===== config.mk =====
export PLATFORM = sky130hd
export DESIGN_NAME = irq_glue
export DESIGN_NICKNAME = d
export VERILOG_FILES = /design/src/rtl/irq_glue_pkg.sv /design/src/rtl/irq_sync.sv /design/src/rtl/irq_prio_enc.sv /design/src/rtl/irq_ack_dec.sv /design/src/rtl/irq_vec_regs.sv /design/src/rtl/irq_glue.sv
export SDC_FILE = /design/constraint.sdc
export NUM_CORES = 1
export LEC_CHECK = 0
export BUFFER_PORTS_ARGS = -buffer_cell sky130_fd_sc_hd__buf_2
export CORE_UTILIZATION = 45
export DETAILED_ROUTE_END_ITERATION = 8
export PLACE_DENSITY = 0.68
export SYNTH_ARGS = -nofsm -noshare
export SYNTH_HDL_FRONTEND = slang
export SYNTH_HIERARCHICAL = 1
export SYNTH_SLANG_ARGS = --single-unit

===== constraint.sdc =====
create_clock -name clk -period 3.65 [get_ports clk]
set_clock_uncertainty 0.05 [all_clocks]
set_input_delay 0.5475 -clock clk [delete_from_list [all_inputs] [get_ports clk]]
set_output_delay 0.5475 -clock clk [all_outputs]
set_load 0.03 [all_outputs]

===== src/rtl/irq_glue_pkg.sv =====
package irq_glue_pkg;

    localparam int NLVL   = 7;
    localparam int LVL_W  = 3;
    localparam int VEC_W  = 8;
    localparam int FC_W   = 3;
    localparam int ADDR_HI = 23;

    localparam logic [FC_W-1:0] FC_IACK = '1;

    typedef logic [LVL_W-1:0] level_t;
    typedef logic [VEC_W-1:0] vector_t;

    typedef struct packed {
        logic   hit;
        level_t lvl;
    } ack_t;

    typedef enum logic [1:0] {
        HS_IDLE  = 2'd0,
        HS_DRIVE = 2'd1,
        HS_ACK   = 2'd2
    } hs_state_e;

    // highest set bit of act, as a level number 1..NLVL, 0 if none
    function automatic level_t top_level(input logic [NLVL-1:0] act);
        level_t l;
        l = '0;
        for (int i = 0; i < NLVL; i++) begin
            if (act[i]) l = level_t'(i + 1);
        end
        return l;
    endfunction

endpackage


===== src/rtl/irq_sync.sv =====
module irq_sync #(
    parameter int W = 7
) (
    input  logic         clk,
    input  logic         rst,
    input  logic [W-1:0] d_n,
    output logic [W-1:0] q_n
);
    logic [W-1:0] stage1, stage2;

    always_ff @(posedge clk) begin
        if (rst) begin
            stage1 <= '1;
            stage2 <= '1;
        end else begin
            stage1 <= d_n;
            stage2 <= stage1;
        end
    end

    assign q_n = stage2;
endmodule


===== src/rtl/irq_prio_enc.sv =====
module irq_prio_enc
    import irq_glue_pkg::*;
(
    input  logic [NLVL-1:0]  req_n,
    output logic [LVL_W-1:0] ipl_n
);
    level_t win;

    always_comb begin
        win   = top_level(~req_n);
        ipl_n = ~win;
    end
endmodule


===== src/rtl/irq_ack_dec.sv =====
module irq_ack_dec
    import irq_glue_pkg::*;
(
    input  logic               as_n,
    input  logic [FC_W-1:0]    fc,
    input  logic [ADDR_HI:1]   bus_addr,
    output ack_t               ack,
    output logic [NLVL-1:0]    iack_n
);
    logic cyc;

    always_comb begin
        cyc     = !as_n && (fc == FC_IACK) && (&bus_addr[ADDR_HI:LVL_W+1]);
        ack.lvl = bus_addr[LVL_W:1];
        ack.hit = cyc && (bus_addr[LVL_W:1] != '0);
    end

    generate
        for (genvar g = 0; g < NLVL; g++) begin : g_ack
            assign iack_n[g] = !(ack.hit && (ack.lvl == level_t'(g + 1)));
        end
    endgenerate
endmodule


===== src/rtl/irq_vec_regs.sv =====
module irq_vec_regs
    import irq_glue_pkg::*;
#(
    parameter logic [VEC_W-1:0] VEC_BASE = 8'h18
) (
    input  logic    clk,
    input  logic    rst,
    input  logic    we,
    input  level_t  wlvl,
    input  vector_t wdata,
    input  level_t  rlvl,
    output vector_t rdata
);
    vector_t regs [NLVL];

    generate
        for (genvar g = 0; g < NLVL; g++) begin : g_reg
            always_ff @(posedge clk) begin
                if (rst)
                    regs[g] <= VEC_BASE + vector_t'(g + 1);
                else if (we && wlvl == level_t'(g + 1))
                    regs[g] <= wdata;
            end
        end
    endgenerate

    always_comb begin
        rdata = '0;
        for (int i = 0; i < NLVL; i++) begin
            if (rlvl == level_t'(i + 1)) rdata = regs[i];
        end
    end
endmodule


===== src/rtl/irq_glue.sv =====
module irq_glue
    import irq_glue_pkg::*;
#(
    parameter logic [VEC_W-1:0] VEC_BASE = 8'h18
) (
    input  logic               clk,
    input  logic               rst,
    input  logic [NLVL-1:0]    req_n,
    output logic [LVL_W-1:0]   ipl_n,
    input  logic               as_n,
    input  logic [FC_W-1:0]    fc,
    input  logic [ADDR_HI:1]   bus_addr,
    output logic [NLVL-1:0]    iack_n,
    output logic [VEC_W-1:0]   vec_out,
    output logic               vec_oe,
    output logic               dtack_n,
    input  logic               cfg_we,
    input  logic [LVL_W-1:0]   cfg_lvl,
    input  logic [VEC_W-1:0]   cfg_data
);
    logic [NLVL-1:0] req_s_n;
    ack_t            ack;
    vector_t         sel_vec;
    hs_state_e       hs;
    vector_t         vec_q;

    irq_sync #(.W(NLVL)) u_sync (
        .clk (clk),
        .rst (rst),
        .d_n (req_n),
        .q_n (req_s_n)
    );

    irq_prio_enc u_enc (
        .req_n (req_s_n),
        .ipl_n (ipl_n)
    );

    // idle code exactly when no synchronised request is active
    a_r3_idle_code: assert property (@(posedge clk) disable iff (rst)
        (&req_s_n) == (ipl_n == '1));
    // a level-7 request always yields the top code
    a_r3_top_wins: assert property (@(posedge clk) disable iff (rst)
        !req_s_n[NLVL-1] |-> ipl_n == '0);

    irq_ack_dec u_dec (
        .as_n     (as_n),
        .fc       (fc),
        .bus_addr (bus_addr),
        .ack      (ack),
        .iack_n   (iack_n)
    );

    // never more than one acknowledge line low
    a_r5_one_ack: assert property (@(posedge clk) disable iff (rst)
        $countones(~iack_n) <= 1);
    // no acknowledge without the strobe
    a_r6_need_strobe: assert property (@(posedge clk) disable iff (rst)
        as_n |-> (&iack_n));

    irq_vec_regs #(.VEC_BASE(VEC_BASE)) u_vec (
        .clk   (clk),
        .rst   (rst),
        .we    (cfg_we),
        .wlvl  (cfg_lvl),
        .wdata (cfg_data),
        .rlvl  (ack.lvl),
        .rdata (sel_vec)
    );

    always_ff @(posedge clk) begin
        if (rst) begin
            hs    <= HS_IDLE;
            vec_q <= '0;
        end else begin
            vec_q <= ack.hit ? sel_vec : '0;
            if (!ack.hit)            hs <= HS_IDLE;
            else if (hs == HS_IDLE)  hs <= HS_DRIVE;
            else                     hs <= HS_ACK;
        end
    end

    assign vec_out = vec_q;
    assign vec_oe  = (hs != HS_IDLE);
    assign dtack_n = (hs != HS_ACK);

    // vector is driven only after an acknowledge cycle was seen
    a_r7_drive_cause: assert property (@(posedge clk) disable iff (rst)
        vec_oe |-> $past(!as_n && fc == FC_IACK));
    // data acknowledge only after the vector was already driven
    a_r8_dtack_after: assert property (@(posedge clk) disable iff (rst)
        !dtack_n |-> $past(vec_oe));
    // strobe released means handshake dropped on the next edge
    a_r9_release: assert property (@(posedge clk) disable iff (rst)
        as_n |=> (!vec_oe && dtack_n));
endmodule


# After elaboration in Yosys (flattened, before gate mapping)
# Memories as Yosys holds them, arrays and structs flattened.
# Index checks and enable logic that the tools add are counted.
[word_totals]
regBits = 24
mem_bits_rw = 56
elab_cells = 106
memories = 1
[classes]
eq_ne = 16
n_mux = 45
bitwise = 10
n_reduce_logical = 30
[mem_list]
columns = ["memory", "depth", "width", "read_ports", "rd_clocked_by_memory_dff", "wr", "line_no", "source"]
rows = [
  ["u_vec.regs", 7, 8, 7, 0, 7, "irq_vec_regs.sv:14", "vector_t regs [NLVL];"],
]
[op_table]
columns = ["op", "count"]
rows = [
  ["8-bit two-way mux", 14],
  ["3-bit equality test (second input constant)", 9],
  ["1-bit two-way mux", 24],
  ["20-bit AND reduction", 1],
  ["1-bit logical AND", 17],
  ["3-bit by 2-bit equality test with 1-bit output (second input constant)", 4],
  ["3-bit two-way mux", 4],
  ["1-bit zero test", 8],
  ["7-bit NOT", 1],
  ["1-bit OR", 7],
  ["3-bit by 1-bit equality test with 1-bit output (second input constant)", 2],
  ["2-bit two-way mux", 3],
  ["3-bit NOT", 1],
  ["3-bit nonzero test", 1],
  ["2-bit zero test", 1],
  ["2-bit inequality test (second input constant)", 1],
  ["2-bit nonzero test", 1],
  ["2-bit OR reduction", 1],
  ["1-bit NOT", 1],
]

# Logic depth before layout (Yosys ltp)
[logic_depth]
ltp_word = 9
mapped_depth = 7
depth_no_buf = 5

# Hierarchy
# Netlist, hierarchy kept.
[by_module_without_submodules]
columns = ["mod", "n_inst", "cells_each", "area_per_inst_um2", "seq_area_each_um2"]
rows = [
  ["irq_vec_regs", 1, 213, 2842.7, 1681.6],
  ["irq_sync", 1, 29, 379.1, 280.3],
  ["irq_glue", 1, 23, 300.3, 200.2],
  ["irq_ack_dec", 1, 25, 180.2, 0.0],
  ["irq_prio_enc", 1, 10, 43.8, 0.0],
]

# Worst setup path before layout
# Ideal clock, no wire load.
[synth_path]
path_type = "input port to output port"
start = "input port as_n"
end = "output port iack_n[1]"
t_arrival_ns = 1.505
t_required_ns = 3.053
path_slack_ns = 1.548
stages = 3
path_buffers = 0
path_cell_list = "nand4b_1 > nor4_4 > nand4b_1"
[synth_via]
elab_chain_len = 6
[synth_lines]
columns = ["item", "line_no", "source"]
rows = [
  ["start, declared", "irq_glue.sv:10", "input logic as_n,"],
  ["1-bit zero test", "irq_ack_dec.sv:13", "cyc = !as_n && (fc == FC_IACK) && (&bus_addr[ADDR_HI:LVL_W+1]);"],
  ["1-bit logical AND (2 in series)", "irq_ack_dec.sv:13", ""],
  ["1-bit logical AND", "irq_ack_dec.sv:15", "ack.hit = cyc && (bus_addr[LVL_W:1] != '0);"],
  ["1-bit logical AND", "irq_ack_dec.sv:20", "assign iack_n[g] = !(ack.hit && (ack.lvl == level_t'(g + 1)));"],
  ["1-bit zero test", "irq_ack_dec.sv:20", ""],
  ["end, declared", "irq_glue.sv:13", "output logic [NLVL-1:0] iack_n,"],
]
# Every way passes these cells.

# Final worst setup path
[layout_path]
start = "input port bus_addr[3] (netlist bit)"
end = "output port iack_n[4]"
[layout_via]
elab_chain_len = 4
elab_cells_between_ends = 5
classes_between = "1 x eq/ne; 4 x reduce/logical"
[layout_lines]
columns = ["item", "line_no", "source"]
rows = [
  ["start, declared", "irq_glue.sv:12", "input logic [ADDR_HI:1] bus_addr,"],
  ["3-bit nonzero test", "irq_ack_dec.sv:15", ""],
  ["1-bit logical AND", "irq_ack_dec.sv:15", ""],
  ["1-bit logical AND (*)", "irq_ack_dec.sv:20", ""],
  ["1-bit zero test (*)", "irq_ack_dec.sv:20", ""],
]
# Mark *: on every way between the ends. The rest lies on a longest branch, timed or not.

==> results.sh <==
export IMPL_async_flop_share=0
export IMPL_worstMarginPinSlew_ns=1.10
export IMPL_cts_hold_buf=0
export IMPL_post_cts_resized=0
export IMPL_syn_inst=300
export IMPL_die_h_um=93.2
export IMPL_critPathLaunchType="input port"
export IMPL_p_total_mw=1.86
export IMPL_cts_tree="done"
export IMPL_grt_max_degree=44
export IMPL_worstHoldStart="req_n[4]"
export IMPL_fin_tns_setup_ns=0
export IMPL_port_buffers=67
export IMPL_yosysWarningCount=6
export IMPL_clock_sinks=80
export IMPL_clockBufferDepth=2
export IMPL_p_per_area_mw_per_mm2=428
export IMPL_fp_dieW_um=93.2
export IMPL_placed_cells=460
export IMPL_hpwl_mm=5.31
export IMPL_whs_ns=0.306
export IMPL_ir_worst_vdd_v=0.000187
export IMPL_grt_pass1_wl_mm=12.2
export IMPL_diodes=0
export IMPL_cp_slowest_cell="buf_2"
export IMPL_htreeDepth=3
export IMPL_wl_mm=7.62
export IMPL_ant_nets=0
export IMPL_area_growth_pct=16.0
export IMPL_synth_avg_cell_area_um2=12.5
export IMPL_worstSetupEndpointType="output port"
export IMPL_path_clk_slew_ns=0.09
export IMPL_syn_num_nets=348
export IMPL_cp_arrival_ns=1.67
export IMPL_cts_setup_buffers=0
export IMPL_io_pins=68
export IMPL_root_buffer="clkbuf_8"
export IMPL_crit_chain="buf_2 -> nor2b_1 -> nand4_1 -> buf_2"
export IMPL_fin_cells=476
export IMPL_num_rows=32
export IMPL_post_drt_via_cell_ratio=5.25
export IMPL_critPathMaxFanout=43
export IMPL_start_util=0.475
export IMPL_critPathLaunch="bus_addr[3]"
export IMPL_yosys_register_bits=80
export IMPL_routedWlPerCell_um=16.0
export IMPL_period_needed_ns=2.26
export IMPL_drive_above_1_share=0.307
export IMPL_p_leak_nw=1.70
export IMPL_maxCapViolations=0
export IMPL_synth_top_area_frac=0.449
export IMPL_max_slew_margin=0.256
export IMPL_min_path_type="input port to flip-flop"
export IMPL_fp_coreArea_mm2=0.00789
export IMPL_place_gp_congestion=0.758
export IMPL_post_route_period_util=0.620
export IMPL_grt_pass1_vias=2261
export IMPL_crit_path_frequent_cell="buf_2"
export IMPL_die_area_mm2=0.00869
export IMPL_synth_distinct_cells=48
export IMPL_ys_seq_area_frac=0.577
export IMPL_grt_setup_unrepaired="no"
export IMPL_final_nets=417
export IMPL_fin_util=0.551
export IMPL_drtIter0Drc=146
export IMPL_hold_viol=0
export IMPL_worstSetupPathType="input port to output port"
export IMPL_crit_required_ns=3.05
export IMPL_synth_area_leaders="edfxtp_1, dfxtp_1, and2_1"
export IMPL_numCtsBuffers=9
export IMPL_clock_latency_ns=0.36
export IMPL_fmax_ghz=0.442
export IMPL_finalSetupViolations=0
export IMPL_grt_overflow=0
export IMPL_status="finished clean"
export IMPL_drv_slew=0
export IMPL_slowest_delay_ns=0.55
export IMPL_first_pass_iters=4
export IMPL_synth_edf_count=56
export IMPL_ys_flop_type="edfxtp_1"
export IMPL_antenna_found_initial=0
export IMPL_vias=2499
export IMPL_grt_usage=0.192
export IMPL_drc=0
export IMPL_yosysTopAreaCell="edfxtp_1"
export IMPL_r2r_start="u_vec/regs[6][3]"
export IMPL_netlist_area_mm2=0.00375
==> kinds of logic after synthesis <==
logic type	after synthesis	synth area share
simple gates	146	0.267
flops	80	0.577
compound gates	42	0.0772
buf+inv	18	0.0307
mux	14	0.0478
==> final cells by class <==
class,count,area (µm²)
clock buffer,9,124
clock inverter,7,71.3
fill,655,3540
inverter,3,11.3
multi-input combinational,202,1470
sequential,80,2160
tap,102,128
timing repair buffer,73,380
==> where the power goes <==
| group | leakage (nW) | switching [mW] | internal, mW |
|---|---|---|---|
| logic | 0.855 | 0.105 | 0.0775 |
| clock network | 0.102 | 0.370 | 0.270 |
| registers | 0.746 | 0.0175 | 1.02 |
==> worst max-delay path, delay by kind of cell <==
kind                   cells  cell delay (ns)
buffers and inverters      2             0.77
AND/OR/NAND/NOR            2             0.35
==> state kept, by name, indices dropped and copies added, names as in the netlist <==
signal         cells
vec_out            8
u_sync/q_n         7
hs                 2
u_sync/stage1      7
u_vec/regs        56
==> Yosys cell counts, types with 4 or more instances <==
master and instances:
a21oi_1 4, a22oi_1 8, and2_1 34, and2_2 8, buf_2 5, buf_4 7, dfxtp_1 24, edfxtp_1 56
mux2i_1 10, nand2_1 9, nand2b_1 16, nand4_1 8, nor2_1 8, nor3_4 4, nor3b_1 4, o21ai_0 10
o2bb2ai_1 5, or2_1 15, or3_1 15
==> routing by layer <==
metal  wire [µm]  vias to the layer above  global-route usage
li1            -                     1238                   -
met5           0                        -                   0
met3         370                        9              0.0317
met4         116                        0              0.0910
met2        3530                       83               0.297
met1        3600                     1169               0.263
==> through the flow <==
step	worst slack, ns	instance area [µm²]
final	1.39	4350
after global routing	1.27	4350
after CTS	1.38	4350
after detailed placement	1.26	4150
after global placement	1.34	4150
after floorplan	1.55	3750
==> worst paths after layout <==
path                            cells after the start  slack (ns)                to
worst min-delay path                                2        0.31  u_sync/stage1[4]
worst max-delay path                                4        1.39         iack_n[4]
worst max register to register                      4        2.23        vec_out[3]
worst min register to register                      1        0.36     u_sync/q_n[3]
==> layout by cell type (no fill, tap or decap), types with 2 or more instances in the layout <==
master / synthesis / layout
or3_1: 15 / 15
nor2_2: 3 / 3
a22oi_1: 8 / 8
and2_2: 8 / 8
nor2_1: 8 / 8
inv_6: 0 / 3
mux2i_1: 10 / 10
a21o_1: 3 / 3
a2bb2oi_1: 3 / 3
mux4_2: 3 / 3
clkbuf_8: 0 / 9
nand2b_4: 2 / 2
nor3_4: 4 / 4
buf_4: 7 / 6
o2bb2ai_1: 5 / 5
dfxtp_1: 24 / 24
buf_2: 5 / 67
nand4_1: 8 / 8
nand3_1: 2 / 2
inv_8: 0 / 2
o21ai_0: 10 / 10
and3b_1: 2 / 2
inv_1: 3 / 3
nand4b_1: 3 / 3
a21oi_1: 4 / 4
nand3b_1: 3 / 3
and2_1: 34 / 34
o21ai_1: 3 / 3
nor3b_1: 4 / 4
edfxtp_1: 56 / 56
nor2b_1: 2 / 2
nand2b_1: 16 / 16
or2_1: 15 / 15
nand2_1: 9 / 9
No activity file was read; power rests on OpenSTA's default activity.
